--- src/rtl/mdio_pkg.sv ---
package mdio_pkg;
    localparam int ADDR_W    = 5;
    localparam int DATA_W    = 16;
    localparam int PRE_LEN   = 32;
    localparam int FRAME_LEN = PRE_LEN + 4 + 2 * ADDR_W + 2 + DATA_W;
    localparam int TA_POS    = FRAME_LEN - DATA_W - 2;
    localparam int DAT_POS   = FRAME_LEN - DATA_W;
    localparam int BIT_W     = $clog2(FRAME_LEN);

    typedef enum logic { OP_WRITE = 1'b0, OP_READ = 1'b1 } mdio_op_e;

    typedef struct packed {
        logic [ADDR_W-1:0] phy;
        logic [ADDR_W-1:0] regad;
    } mdio_target_t;

    function automatic logic [FRAME_LEN-1:0] build_frame(
        input mdio_op_e          op,
        input mdio_target_t      tgt,
        input logic [DATA_W-1:0] wdata
    );
        logic [1:0] opc;
        logic [1:0] ta;
        logic [DATA_W-1:0] dat;
        opc = (op == OP_READ) ? 2'b10 : 2'b01;
        ta  = (op == OP_READ) ? 2'b00 : 2'b10;
        dat = (op == OP_READ) ? '0 : wdata;
        return {{PRE_LEN{1'b1}}, 2'b01, opc, tgt.phy, tgt.regad, ta, dat};
    endfunction
endpackage

--- src/rtl/mdio_clkdiv.sv ---
module mdio_clkdiv #(
    parameter int DIV_HALF = 10
) (
    input  logic clk,
    input  logic rst,
    input  logic run,
    output logic mdc,
    output logic rise_tick,
    output logic fall_tick
);
    localparam int CNT_W = (DIV_HALF > 1) ? $clog2(DIV_HALF) : 1;
    localparam logic [CNT_W-1:0] CNT_LAST = CNT_W'(DIV_HALF - 1);

    logic [CNT_W-1:0] cnt_q;
    logic             wrap;

    assign wrap      = run && (cnt_q == CNT_LAST);
    assign rise_tick = wrap && !mdc;
    assign fall_tick = wrap && mdc;

    always_ff @(posedge clk) begin
        if (rst || !run) begin
            cnt_q <= '0;
            mdc   <= 1'b0;
        end else if (wrap) begin
            cnt_q <= '0;
            mdc   <= ~mdc;
        end else begin
            cnt_q <= cnt_q + 1'b1;
        end
    end


    mdc_stop_chk: assert property (@(posedge clk) disable iff (rst)
        !run |=> !mdc);
endmodule

--- src/rtl/mdio_shifter.sv ---
module mdio_shifter
    import mdio_pkg::*;
(
    input  logic                 clk,
    input  logic                 rst,
    input  logic                 start,
    input  mdio_op_e             op_in,
    input  logic [FRAME_LEN-1:0] frame_in,
    input  logic                 rise_tick,
    input  logic                 fall_tick,
    input  logic                 mdio_i,
    output logic                 busy,
    output logic                 is_read,
    output logic                 mdio_o,
    output logic                 mdio_oe,
    output logic                 done,
    output logic [DATA_W-1:0]    rd_value
);
    localparam logic [BIT_W-1:0] LAST_BIT = BIT_W'(FRAME_LEN - 1);

    logic [FRAME_LEN-1:0] sh_q;
    logic [BIT_W-1:0]     bit_q;
    logic [DATA_W-1:0]    cap_q;
    logic                 last;

    assign last     = fall_tick && (bit_q == LAST_BIT);
    assign done     = busy && last;
    assign mdio_o   = sh_q[FRAME_LEN-1];
    assign mdio_oe  = busy && !(is_read && (bit_q >= BIT_W'(TA_POS)));
    assign rd_value = cap_q;

    always_ff @(posedge clk) begin
        if (rst) begin
            busy    <= 1'b0;
            is_read <= 1'b0;
            sh_q    <= '0;
            bit_q   <= '0;
            cap_q   <= '0;
        end else if (!busy) begin
            if (start) begin
                busy    <= 1'b1;
                is_read <= (op_in == OP_READ);
                sh_q    <= frame_in;
                bit_q   <= '0;
            end
        end else begin
            if (rise_tick && is_read && (bit_q >= BIT_W'(DAT_POS)))
                cap_q <= {cap_q[DATA_W-2:0], mdio_i};
            if (fall_tick) begin
                sh_q  <= {sh_q[FRAME_LEN-2:0], 1'b0};
                bit_q <= bit_q + 1'b1;
                if (last) busy <= 1'b0;
            end
        end
    end


    oe_release_chk: assert property (@(posedge clk) disable iff (rst)
        (busy && !mdio_oe) |-> is_read);


    out_hold_chk: assert property (@(posedge clk) disable iff (rst)
        (busy && $past(busy) && !fall_tick && !$past(fall_tick)) |=> $stable(mdio_o) || !busy);
endmodule

--- src/rtl/mdio_regctl.sv ---
module mdio_regctl
    import mdio_pkg::*;
#(
    parameter int DIV_HALF = 10
) (
    input  logic        clk,
    input  logic        rst,
    input  logic        host_we,
    input  logic        host_addr,
    input  logic [15:0] host_wdata,
    output logic [15:0] host_rdata,
    output logic        mdc,
    output logic        mdio_o,
    output logic        mdio_oe,
    input  logic        mdio_i
);
    localparam int RD_BIT = 14;
    localparam int WR_BIT = 15;

    mdio_target_t         tgt_q;
    mdio_target_t         tgt_new;
    logic [DATA_W-1:0]    data_q;
    logic                 busy;
    logic                 is_read;
    logic                 done;
    logic [DATA_W-1:0]    rd_value;
    logic                 rise_tick;
    logic                 fall_tick;
    logic                 ctrl_wr;
    logic                 start;
    mdio_op_e             op_sel;
    logic [FRAME_LEN-1:0] frame;
    logic [15:0]          ctrl_view;

    assign ctrl_wr       = host_we && !host_addr && !busy;
    assign start         = ctrl_wr && (host_wdata[WR_BIT] || host_wdata[RD_BIT]);
    assign op_sel        = host_wdata[WR_BIT] ? OP_WRITE : OP_READ;
    assign tgt_new.phy   = host_wdata[ADDR_W-1:0];
    assign tgt_new.regad = host_wdata[8+ADDR_W-1:8];
    assign frame         = build_frame(op_sel, tgt_new, data_q);

    always_comb begin
        ctrl_view                = '0;
        ctrl_view[ADDR_W-1:0]    = tgt_q.phy;
        ctrl_view[8+ADDR_W-1:8]  = tgt_q.regad;
        ctrl_view[RD_BIT]        = busy && is_read;
        ctrl_view[WR_BIT]        = busy && !is_read;
    end

    assign host_rdata = host_addr ? data_q : ctrl_view;

    always_ff @(posedge clk) begin
        if (rst) begin
            tgt_q  <= '0;
            data_q <= '0;
        end else begin
            if (ctrl_wr) tgt_q <= tgt_new;
            if (done && is_read)
                data_q <= rd_value;
            else if (host_we && host_addr)
                data_q <= host_wdata;
        end
    end

    mdio_clkdiv #(.DIV_HALF(DIV_HALF)) u_div (
        .clk(clk), .rst(rst), .run(busy),
        .mdc(mdc), .rise_tick(rise_tick), .fall_tick(fall_tick)
    );

    mdio_shifter u_shift (
        .clk(clk), .rst(rst), .start(start), .op_in(op_sel), .frame_in(frame),
        .rise_tick(rise_tick), .fall_tick(fall_tick), .mdio_i(mdio_i),
        .busy(busy), .is_read(is_read), .mdio_o(mdio_o), .mdio_oe(mdio_oe),
        .done(done), .rd_value(rd_value)
    );


    busy_ignore_chk: assert property (@(posedge clk) disable iff (rst)
        (busy && host_we && !host_addr) |=> $stable(tgt_q));


    mdc_idle_chk: assert property (@(posedge clk) disable iff (rst)
        !busy |-> !mdc);


    busy_end_chk: assert property (@(posedge clk) disable iff (rst)
        $fell(busy) |-> $fell(mdc));
endmodule

--- config.mk ---
export PLATFORM = sky130hd
export DESIGN_NAME = mdio_regctl
export DESIGN_NICKNAME = d
export VERILOG_FILES = /design/src/rtl/mdio_pkg.sv /design/src/rtl/mdio_clkdiv.sv /design/src/rtl/mdio_shifter.sv /design/src/rtl/mdio_regctl.sv
export SDC_FILE = /design/constraint.sdc
export NUM_CORES = 1
export LEC_CHECK = 0
export BUFFER_PORTS_ARGS = -buffer_cell sky130_fd_sc_hd__buf_2
export CORE_UTILIZATION = 33
export DETAILED_ROUTE_END_ITERATION = 8
export PLACE_DENSITY = 0.5
export RECOVER_POWER = 25
export SETUP_SLACK_MARGIN = 0.05
export SLEW_MARGIN = 20
export SYNTH_ARGS = -nofsm -noshare
export SYNTH_HDL_FRONTEND = slang
export SYNTH_HIERARCHICAL = 1
export SYNTH_SLANG_ARGS = --single-unit
--- constraint.sdc ---
create_clock -name clk -period 2.56 [get_ports clk]
set_input_delay 0.128 -clock clk [delete_from_list [all_inputs] [get_ports clk]]
set_output_delay 0.128 -clock clk [all_outputs]
set_load 0.01 [all_outputs]
==> impl_metrics.csv <==
group,metric,value,unit
synthesis,ys_warn_count,6,
clocking,hold_buffers,5,
critical_path,cp-startpoint,"u_div/cnt_q[0]$_SDFF_PP0_",
timing,skew,0.00836,ns
final_layout,n_fill_cell,1678,
synthesis,avgSynthCellArea,9.25,um2
synthesis,ys.flop_type,"dfxtp_1",
synthesis,synth.distinct_cells,43,
placement,numPortBuffers,39,
routing,drtIter0Drc,298,
floorplanning,core,0.0165,mm2
clocking,cts_tree,"built",
clocking,post_cts_resized,0,
min_path,holdCritPathClass,"input pin to register",
global_routing,grt_pass1_vias,4142,
floorplanning,start_util,33.6,%
floorplanning,die_area,0.0173,mm2
synthesis,ys_seq_area_share,42.9,%
flow_run,max_cap_viol_count,0,
critical_path,end_kind,"register",
clocking,cts.path.max_buffers,2,
critical_path,required,2.89,ns
clocking,cts_root_buf,"clkbuf_16",
clocking,post_cts_buffers,0,
floorplanning,ios,40,
placement,gp_congestion,0.774,
global_routing,grt_max_degree,74,
global_routing,globalRouteOverflowTotal,0,
min_path,worstHoldStart,"host_wdata[10]",
timing,setup_viol,0,
floorplanning,rows,47,
pwr,vdd.ir_drop.worst,0.462,mV
final_layout,multi_input_area,0.00298,mm2
global_routing,use_met1,18.9,%
clocking,clock_latency,0.41,ns
floorplanning,die_w,132,um
synthesis,syn_area,0.00555,mm2
timing,worst_pin_slew,0.848,ns
clocking,clkTransAtPathRegs,0.05,ns
clocking,cts_max_level,4,
global_routing,antenna_found_initial,0,
final_layout,area_growth_syn_to_layout,20.3,%
clocking,numCtsBuffers,17,
critical_path,r2r-start,"u_div/cnt_q[0]$_SDFF_PP0_",
final_layout,final-seq-area,0.00238,mm2
pwr,p_per_area,751,mW/mm2
timing,final_hold_viol_count,0,
timing,fin_crit_sh,83.4,%
critical_path,start_kind,"register",
routing,wirelength,12.6,mm
final_layout,drive_gt1_share,14.5,%
clocking,numClockSinks,119,
routing,remaining_drc_errors,0,
critical_path,cp.arrival,2.46,ns
synthesis,synth_cells,600,
timing,finalWorstSetupSlack,0.425,ns
routing,wire_per_inst,14.2,um
routing,final_antenna_net_count,0,
timing,final_max_slew_viol_count,0,
critical_path,crit_type,"register to register",
placement,dp_worst_setup_slack,0.419,ns
timing,rsz0062_at_grt,"false",
global_routing,grt_pass1_wl,21.1,mm
routing,vias,4354,
final_layout,nNetsFinal,681,
timing,relSlewSlack,43.4,%
placement,place_hpwl,8.23,mm
critical_path,worstPathMaxFanout,30,
global_routing,use_met2,25.5,%
routing,firstDrtPassIters,4,
synthesis,synthArstFlopShare,0,%
outcome,outcome,"complete, no violations",
pwr,leakagePower,2.36,nW
routing,viasPerCell,4.90,
global_routing,track_usage,15.4,%
global_routing,grt.busiest_layer,"met2",
synthesis,synth-seq-cells,119,
floorplanning,die_h,132,um
final_layout,num_antenna_cells,0,
synthesis,synth_edf_count,0,
global_routing,met3_usage,3.74,%
timing,fmax,468,MHz
timing,fin_tns_setup,0,ns
timing,min_period,2.14,ns
## cells by family (layout without fill, tap and decap cells)
group | count (synthesis) | after routing | share of synthesized area, %
xor+xnor | 3 | 3 | 0.474
fa+ha+maj | 4 | 4 | 0.902
other cells | 2 | 35 | 0.135
flops | 119 | 119 | 42.9
simple gates | 200 | 200 | 17.0
mux | 85 | 85 | 15.6
buf+inv | 58 | 94 | 5.23
compound gates | 129 | 129 | 17.7
## per-layer routing
metal | vias up | routed length (um)
li1 | 2239 | -
met1 | 2014 | 5810
met2 | 76 | 6080
met3 | 25 | 425
met4 | 0 | 265
met5 | - | 0
## worst paths after layout
kind | endpoint | slack [ns] | cells past startpoint
worst max-delay path | data_q[6]$_SDFFE_PP0P_ | 0.42 | 8
worst min-delay path | ctrl_view[10]$_SDFFE_PP0P_ | 0.02 | 3
worst max register to register | data_q[6]$_SDFFE_PP0P_ | 0.42 | 8
worst min register to register | u_div/cnt_q[0]$_SDFF_PP0_ | 0.47 | 1
## critical path, cell delays in order (launching register included)
cell,delay (ns)
dfxtp_1,0.38
ha_1,0.22
nand3_1,0.11
nor3b_1,0.27
nand4_1,0.13
nor2_1,0.18
a22o_4,0.40
nor2_1,0.10
a311oi_2,0.25
## final cells by class
cell class | instances | area share [%]
multi-input cells | 456 | 44.6
well taps | 220 | 4.12
repair buffers | 56 | 5.72
inverters | 6 | 0.337
clock inverters | 8 | 2.14
clock buffers | 24 | 7.37
flip-flops and latches | 119 | 35.7
## power by group
part | switching (W) | total [W] | internal, W
Sequential | 0.0000579 | 0.00201 | 0.00195
Combinational | 0.000265 | 0.000468 | 0.000202
Clock | 0.000807 | 0.00253 | 0.00173
Total | 0.00113 | 0.00501 | 0.00388
## synth_stat cells (2+ instances only)
cell	count	share of area, %
dfxtp_1	119	43
nor2_1	97	6.6
mux2i_1	74	13
a211oi_1	64	8.7
nand3_1	37	3.3
nand2_1	25	1.7
a21oi_1	22	2.0
buf_2	22	2.0
and2_1	20	2.3
clkbuf_1	19	1.3
a311oi_2	15	4.1
mux2_2	11	2.2
o21ai_0	10	0.90
o21ai_1	10	0.90
inv_1	5	0.34
buf_4	4	0.54
buf_6	4	0.81
ha_1	4	0.90
buf_1	3	0.20
nand2b_1	3	0.34
nand4_1	3	0.34
or3_1	3	0.34
a31oi_1	2	0.23
conb_1	2	0.14
nand3b_1	2	0.27
nor3_1	2	0.18
xor2_1	2	0.32
## state kept, by name, indices dropped and copies added (netlist names)
| name | cells |
|---|---|
| u_shift/is_read | 1 |
| u_shift/sh_q | 64 |
| u_div/cnt_q | 4 |
| u_shift/bit_q | 6 |
| u_shift/rd_value | 16 |
| u_div/mdc | 1 |
| ctrl_view | 10 |
| data_q | 16 |
| u_shift/busy | 1 |
## stage by stage
stage	util, %	power [W]	area (um2)	cells	hold slack, ns
floorplan	-	0.00239	5670	633	0.198
finish	40.4	0.00501	6670	889	0.0161
detailed placement	36.5	0.00252	6040	852	0.402
global route	40.4	0.00522	6670	889	0.0197
CTS	40.7	0.00508	6720	889	0.00193
global placement	36.5	0.00251	6040	852	0.395
## layout by cell type, fill, tap and decap left out, types with 2 or more instances in the layout
master	instances
dfxtp_1	119
nor2_1	97
mux2i_1	74
a211oi_1	64
nand3_1	37
conb_1	35
buf_2	26
nand2_1	25
a21oi_1	22
clkbuf_16	17
and2_1	16
clkbuf_1	16
a311oi_2	15
o21ai_0	12
mux2_2	10
o21ai_1	8
buf_4	7
inv_1	5
dlygate4sd3_1	5
buf_12	5
and2_0	4
bufinv_16	4
clkbuf_8	4
ha_1	4
nand2b_1	3
nor3b_1	3
clkinv_2	3
nand4_1	3
or3_1	3
nor3_1	2
nand3b_1	2
xor2_1	2
a31oi_1	2
Note: power is estimated with default switching activity, not from simulation.
